--- src/rtl/mul_pkg.sv ---
package mul_pkg;
  typedef enum logic {
    ST_IDLE = 1'b0,
    ST_RUN  = 1'b1
  } mul_state_e;
endpackage

--- src/rtl/mul_operand_prep.sv ---
module mul_operand_prep #(
  parameter int WIDTH = 32
) (
  input  logic             signed_i,
  input  logic [WIDTH-1:0] a_i,
  input  logic [WIDTH-1:0] b_i,
  output logic [WIDTH-1:0] a_mag_o,
  output logic [WIDTH-1:0] b_mag_o,
  output logic             neg_o
);
  logic a_neg, b_neg;

  assign a_neg   = signed_i & a_i[WIDTH-1];
  assign b_neg   = signed_i & b_i[WIDTH-1];
  // most negative value maps onto itself, which is the correct unsigned magnitude
  assign a_mag_o = a_neg ? (~a_i + WIDTH'(1)) : a_i;
  assign b_mag_o = b_neg ? (~b_i + WIDTH'(1)) : b_i;
  assign neg_o   = a_neg ^ b_neg;
endmodule

--- src/rtl/mul_ctrl.sv ---
module mul_ctrl
  import mul_pkg::*;
#(
  parameter int WIDTH = 32
) (
  input  logic clk_i,
  input  logic rst_ni,
  input  logic start_i,
  output logic load_o,
  output logic step_o,
  output logic busy_o,
  output logic done_o
);
  localparam int CNT_W = (WIDTH > 1) ? $clog2(WIDTH) : 1;
  localparam logic [CNT_W-1:0] LAST = CNT_W'(WIDTH - 1);

  mul_state_e       state_q;
  logic [CNT_W-1:0] cnt_q;
  logic             done_q;

  assign load_o = start_i & (state_q == ST_IDLE);
  assign step_o = (state_q == ST_RUN);
  assign busy_o = (state_q == ST_RUN);
  assign done_o = done_q;

  always_ff @(posedge clk_i or negedge rst_ni) begin
    if (!rst_ni) begin
      state_q <= ST_IDLE;
      cnt_q   <= '0;
      done_q  <= 1'b0;
    end else begin
      done_q <= 1'b0;
      case (state_q)
        ST_IDLE: if (start_i) begin
          state_q <= ST_RUN;
          cnt_q   <= '0;
        end
        ST_RUN: begin
          if (cnt_q == LAST) begin
            state_q <= ST_IDLE;
            done_q  <= 1'b1;
          end
          cnt_q <= cnt_q + CNT_W'(1);
        end
        default: state_q <= ST_IDLE;
      endcase
    end
  end
endmodule

--- src/rtl/mul_datapath.sv ---
module mul_datapath #(
  parameter int WIDTH = 32
) (
  input  logic               clk_i,
  input  logic               rst_ni,
  input  logic               load_i,
  input  logic               step_i,
  input  logic [WIDTH-1:0]   mcand_i,
  input  logic [WIDTH-1:0]   mplier_i,
  output logic [2*WIDTH-1:0] prod_o
);
  logic [WIDTH-1:0]   mcand_q;
  logic [2*WIDTH-1:0] prod_q;
  logic [WIDTH:0]     sum;
  logic [WIDTH:0]     upper_nxt;

  assign sum       = {1'b0, prod_q[2*WIDTH-1:WIDTH]} + {1'b0, mcand_q};
  assign upper_nxt = prod_q[0] ? sum : {1'b0, prod_q[2*WIDTH-1:WIDTH]};

  always_ff @(posedge clk_i or negedge rst_ni) begin
    if (!rst_ni) begin
      mcand_q <= '0;
      prod_q  <= '0;
    end else if (load_i) begin
      mcand_q <= mcand_i;
      prod_q  <= {{WIDTH{1'b0}}, mplier_i};
    end else if (step_i) begin
      // carry becomes the new top bit as the register shifts right
      prod_q  <= {upper_nxt, prod_q[WIDTH-1:1]};
    end
  end

  assign prod_o = prod_q;
endmodule

--- src/rtl/mul_result_fix.sv ---
module mul_result_fix #(
  parameter int WIDTH = 32
) (
  input  logic               clk_i,
  input  logic               rst_ni,
  input  logic               load_i,
  input  logic               neg_i,
  input  logic [2*WIDTH-1:0] raw_i,
  output logic [2*WIDTH-1:0] result_o
);
  logic neg_q;

  always_ff @(posedge clk_i or negedge rst_ni) begin
    if (!rst_ni)     neg_q <= 1'b0;
    else if (load_i) neg_q <= neg_i;
  end

  assign result_o = neg_q ? (~raw_i + (2*WIDTH)'(1)) : raw_i;
endmodule

--- src/rtl/shift_add_mul.sv ---
module shift_add_mul #(
  parameter int WIDTH = 32
) (
  input  logic               clk_i,
  input  logic               rst_ni,
  input  logic               start_i,
  input  logic               signed_i,
  input  logic [WIDTH-1:0]   a_i,
  input  logic [WIDTH-1:0]   b_i,
  output logic               busy_o,
  output logic               done_o,
  output logic [2*WIDTH-1:0] product_o
);
  logic               load, step, neg;
  logic [WIDTH-1:0]   a_mag, b_mag;
  logic [2*WIDTH-1:0] raw;

  mul_operand_prep #(.WIDTH(WIDTH)) i_prep (
    .signed_i(signed_i), .a_i(a_i), .b_i(b_i),
    .a_mag_o(a_mag), .b_mag_o(b_mag), .neg_o(neg)
  );

  mul_ctrl #(.WIDTH(WIDTH)) i_ctrl (
    .clk_i(clk_i), .rst_ni(rst_ni), .start_i(start_i),
    .load_o(load), .step_o(step), .busy_o(busy_o), .done_o(done_o)
  );

  mul_datapath #(.WIDTH(WIDTH)) i_dp (
    .clk_i(clk_i), .rst_ni(rst_ni), .load_i(load), .step_i(step),
    .mcand_i(a_mag), .mplier_i(b_mag), .prod_o(raw)
  );

  mul_result_fix #(.WIDTH(WIDTH)) i_fix (
    .clk_i(clk_i), .rst_ni(rst_ni), .load_i(load), .neg_i(neg),
    .raw_i(raw), .result_o(product_o)
  );
endmodule

--- config.mk ---
export PLATFORM = sky130hd
export DESIGN_NAME = shift_add_mul
export DESIGN_NICKNAME = d
export VERILOG_FILES = /design/src/rtl/mul_pkg.sv /design/src/rtl/mul_operand_prep.sv /design/src/rtl/mul_ctrl.sv /design/src/rtl/mul_datapath.sv /design/src/rtl/mul_result_fix.sv /design/src/rtl/shift_add_mul.sv
export SDC_FILE = /design/constraint.sdc
export NUM_CORES = 1
export LEC_CHECK = 0
export BUFFER_PORTS_ARGS = -buffer_cell sky130_fd_sc_hd__buf_2
export CAP_MARGIN = 15
export CORE_MARGIN = 5
export CORE_UTILIZATION = 59
export CTS_CLUSTER_SIZE = 16
export DETAILED_ROUTE_END_ITERATION = 10
export PLACE_DENSITY = 0.9
export SLEW_MARGIN = 0
export SYNTH_ARGS = -nofsm -noshare
export SYNTH_HDL_FRONTEND = slang
export SYNTH_HIERARCHICAL = 1
export SYNTH_SLANG_ARGS = --single-unit
--- constraint.sdc ---
create_clock -name clk_i -period 3.2 [get_ports clk_i]
set_clock_uncertainty 0.15 [all_clocks]
set_input_delay 0 -clock clk_i [delete_from_list [all_inputs] [get_ports clk_i]]
set_output_delay 0 -clock clk_i [all_outputs]
set_load 0.02 [all_outputs]
### Word-level counts from Yosys, hierarchy flattened

Index checks and enable logic that the tools add are counted.

* register bits after elaboration: 104
* input port bits: 68
* output and inout bits: 66
* word-level logic and storage cells: 35

* add/sub/neg operators: 5
* equality and inequality tests: 2
* muxes and demuxes: 13
* bitwise operators: 8
* reduce and logical (&&, ||, !) cells: 1

Operators with widths (count)
* $mux W64: 3
* $add A32 B1 Y32 const B: 2
* $add A64 B1 Y64 const B: 1
* $mux W32: 2
* $not A32 Y32: 2
* $not A64 Y64: 1
* $add A32 B32 Y33: 1
* $mux W33: 1
* $pmux W5 S2: 1
* $add A5 B1 Y5 const B: 1
* $eq A5 B5 Y1 const B: 1
* $mux W5: 1
* $mux W1: 4
* $and A1 B1 Y1: 3
* $ne A2 B2 Y1 const B: 1
* $pmux W1 S2: 1
* $reduce_bool A2 Y1: 1
* $not A1 Y1: 1
* $xor A1 B1 Y1: 1

### Depth between registers and ports, before layout

* depth after elaboration: 4
* mapped depth: 10
* mapped depth without buffers: 10

### By module

Netlist, hierarchy kept.

By module, submodules not included
* mul_datapath: instances 1, cells each 627, area an instance 6002.0 µm², sequential area each 2402.3 µm²
* mul_operand_prep: instances 1, cells each 234, area an instance 1586.5 µm², sequential area each 0.0 µm²
* mul_result_fix: instances 1, cells each 203, area an instance 1535.2 µm², sequential area each 25.0 µm²
* mul_ctrl: instances 1, cells each 31, area an instance 349.1 µm², sequential area each 175.2 µm²

### Worst setup path after synthesis

OpenSTA, ideal clock, no wires.

* path kind: flip-flop to flip-flop
* from: reg i_dp.prod_q[32], in the netlist i_dp/prod_o[32]
* to: reg i_dp.prod_q[59], in the netlist i_dp/prod_o[59]
* library setup time: 0.138 ns
* data arrival time: 2.448 ns
* required time: 2.912 ns
* slack: 0.464 ns
* cell stages (with the launch flop): 11
* path buffers: 0
* clock period less this slack: 2.736 ns
* cell sequence: dfrtp_1 -> ha_1 -> fa_1 -> a21o_1 -> a221oi_2 -> nor4_1 -> o22a_1 -> nor3_1 -> o21ai_0 -> xnor2_1 -> o22ai_1

* word-level cells in the longest chain between the ends: 4

Ends and longest elaborated chain
* from (decl): RTL line mul_datapath.sv:13 `logic [2*WIDTH-1:0] prod_q;`
* from (signal assigned): RTL line mul_datapath.sv:26 `prod_q <= {{WIDTH{1'b0}}, mplier_i};`
* from (signal assigned): RTL line mul_datapath.sv:29 `prod_q <= {upper_nxt, prod_q[WIDTH-1:1]};`
* $add A32 B32 Y33: RTL line mul_datapath.sv:17 `assign sum = {1'b0, prod_q[2*WIDTH-1:WIDTH]} + {1'b0, mcand_q};`
* $mux W33: RTL line mul_datapath.sv:18 `assign upper_nxt = prod_q[0] ? sum : {1'b0, prod_q[2*WIDTH-1:WIDTH]};`
* $mux W64: RTL line mul_datapath.sv:27 `end else if (step_i) begin`
* $mux W64: RTL line mul_datapath.sv:24 `end else if (load_i) begin`

Every way passes these cells. The select of a mux whose other input is x is not followed.
A chain may end at the register's enable or synchronous reset.

### Worst setup path in the final report

* from: reg i_dp.prod_q[36], in the netlist i_dp/prod_o[36]
* to: out product_o[48]

* word-level cells in the longest chain between the ends: 3

Ends and longest elaborated chain
* $not A64 Y64: RTL line mul_result_fix.sv:18 `assign result_o = neg_q ? (~raw_i + (2*WIDTH)'(1)) : raw_i;`
* $add A64 B1 Y64: RTL line mul_result_fix.sv:18
* $mux W64: RTL line mul_result_fix.sv:18
* to (decl): RTL line shift_add_mul.sv:12 `output logic [2*WIDTH-1:0] product_o`

Every way passes these cells.

==> results.ini <==
[route]
dr.pass1.iters = 6
ant_nets = 0
wire_per_inst_um = 18.9
wirelength_mm = 27.9
drt_iter0_markers = 976
drc = 0
via_count = 9383
vias_per_cell = 6.36

[synthesis]
synth_top_cell_area_share = 0.275
synthArstFlopShare = 1.00
synth_edf_count = 0
avgSynthCellArea_um2 = 8.65
ys.flop_type = dfrtp_1
synth_area_leaders = dfrtp_1 27%, xnor2_1 10%, ha_1 4.9%
synth_top_area_cell = dfrtp_1
ys_types = 74
synth-seq-cells = 104
ys_warn_count = 6
synthesis.area_um2 = 9470
synthCells = 1095
synth-seq-area-share = 0.275
syn-num-nets = 1201

[sta]
rsz0062_at_grt = no
tightest_slew_ns = 0.949
tns_ns = 0
slew_headroom = 0.367
slew_viol_final = 0
setup_ws_ns = 0.0378
max_freq_mhz = 316
hold_viol = 0
setup_viol = 0
whs_ns = 0.0167
fin_crit_sh = 0.988
min_period_ns = 3.16

[pwr]
p_leak_nw = 4.69
total_power_w = 0.0125
ir_drop_uv = 610
p_clk_frac = 0.096
swShare = 0.509
seqPwrFrac = 0.242
power_density_nw_per_um2 = 1110
p_comb_frac = 0.662
p_sw_w = 0.00637
internal-power_w = 0.00615

[clocking]
clk_latency_ns = 0.36
cts_buffers = 9
cts_tree = done
root_buffer = clkbuf_16
clkSinkCount = 104
htreeDepth = 3
cts_buffer_depth = 2
clk_pin_slew_worst_paths_ns = 0.06

[hold_path]
holdCritStartpoint = a_i[1]
hold_path_depth = 4
hold_class = in -> reg
whs_endpoint = i_dp/mcand_q[1]

[global_route]
gr-usage-all-layers = 0.299
grt_overflow = 0
grt_max_degree = 130
first_global_vias = 8880
grt_pass1_wl_mm = 45.0
antenna_found_initial = 0

[placement]
pre_cts_slack_ns = 0.201
dpl.hpwl_mm = 19.6
port_buffers = 133
gp_congestion = 0.950
placed_area_um2 = 10200

[critical_path]
cp-end-kind = output port
crit_arrival_ns = 3.01
required_ns = 3.05
path_max_fanout = 7
rr_endpoint = i_dp/prod_o[59]
rr_startpoint = i_dp/prod_o[32]
critPathKind = reg -> out
critPathLaunchType = flip-flop
reg2reg_slack_ns = 0.14
reg2reg_depth = 10

[die]
fp.dieW_um = 137
io_pins = 134
num_rows = 46
coreArea_um2 = 15800
die_area_um2 = 18700
start_util = 0.598
die_h_um = 137

[final_layout]
fin_area_um2 = 11200
syn_to_final_growth_pct = 18.7
mostFrequentLayoutCells = 132 x buf_2, 112 x xnor2_1, 102 x dfrtp_1, 87 x nand2_1, 76 x o21ai_0
mostFrequentLayoutCell = buf_2
nets = 1361
antenna_cells = 0
drive_gt1_frac = 0.198

[run]
drv_cap = 0

[status]
status = finished clean

## cell usage after synthesis, types with 30 or more instances
cell and instances:
nand2_1 87, clkbuf_1 42, mux2_2 33, o31ai_1 38, mux2i_1 45, a21oi_1 66
ha_1 37, o21ai_0 76, xnor2_1 112, nor2_1 66, dfrtp_1 104, xor2_1 36
a31oi_1 30
## final cells by class
class | count | area (µm²)
Clock buffer | 14 | 284
Clock inverter | 2 | 35.0
Fill cell | 1155 | 4590
Inverter | 20 | 75.1
Multi-Input combinational cell | 900 | 6470
Sequential cell | 104 | 2610
Tap cell | 216 | 270
Timing Repair Buffer | 220 | 1500
## cell families (layout without fill, tap and decap cells)
| group | after synthesis | after routing | share of synthesized area |
|---|---|---|---|
| mux | 78 | 78 | 0.0868 |
| buf+inv | 91 | 256 | 0.0468 |
| xor+xnor | 148 | 148 | 0.137 |
| simple gates | 333 | 333 | 0.189 |
| compound gates | 303 | 303 | 0.215 |
| fa+ha+maj | 38 | 38 | 0.0510 |
| flops | 104 | 104 | 0.275 |
## per-stage QoR
step,utilization,instances
global route,0.710,1476
floorplan,-,1095
detailed placement,0.645,1392
global placement,0.645,1392
finish,0.710,1476
CTS,0.708,1476
## power groups by stage
stage          Combinational [W]  Clock, W  Sequential [W]
6_report                 0.00829   0.00120         0.00302
5_1_grt                  0.00896   0.00126         0.00312
3_5_place_dp             0.00802         0         0.00299
3_3_place_gp             0.00787         0         0.00294
4_1_cts                  0.00816   0.00120         0.00297
2_1_floorplan            0.00628         0         0.00266
## metal layers
layer | track usage | vias to the layer above | routed length (µm)
li1 | - | 4383 | -
met1 | 0.398 | 4423 | 11700
met2 | 0.497 | 501 | 13200
met3 | 0.0419 | 76 | 2240
met4 | 0.109 | 0 | 849
met5 | 0 | - | 0
## critical path, cell delays in order, from the launching register on
cell	delay, ns
dfrtp_1	0.40
buf_4	0.17
or4_4	0.53
or2_4	0.30
or3_4	0.45
o31ai_1	0.39
xnor2_1	0.19
buf_2	0.22
## registers in the layout (all words and copies together), names as in the netlist
name	flops
i_ctrl/cnt_q	5
i_fix/neg_q	1
i_dp/mcand_q	32
i_ctrl/done_o	1
i_ctrl/busy_o	1
i_dp/prod_o	64
## worst max-delay path by stage
stage,start,to,cells past startpoint
2_1_floorplan,i_dp/prod_o[32],i_dp/prod_o[59],10
3_3_place_gp,i_dp/prod_o[32],i_dp/prod_o[59],10
3_5_place_dp,i_dp/prod_o[32],i_dp/prod_o[59],10
4_1_cts,i_dp/prod_o[36],product_o[53],7
5_1_grt,i_dp/prod_o[18],product_o[59],6
6_report,i_dp/prod_o[36],product_o[48],7
## what timing repair did
item | 4_1_cts | 5_1_grt
buffers inserted | 0 | 0
hold buffers | 68 | 0
setup endpoints to repair | 0 | 10
gates resized for setup | 0 | 5
hold endpoints to repair | 126 | 0
Note: power is estimated with default switching activity, not from simulation.
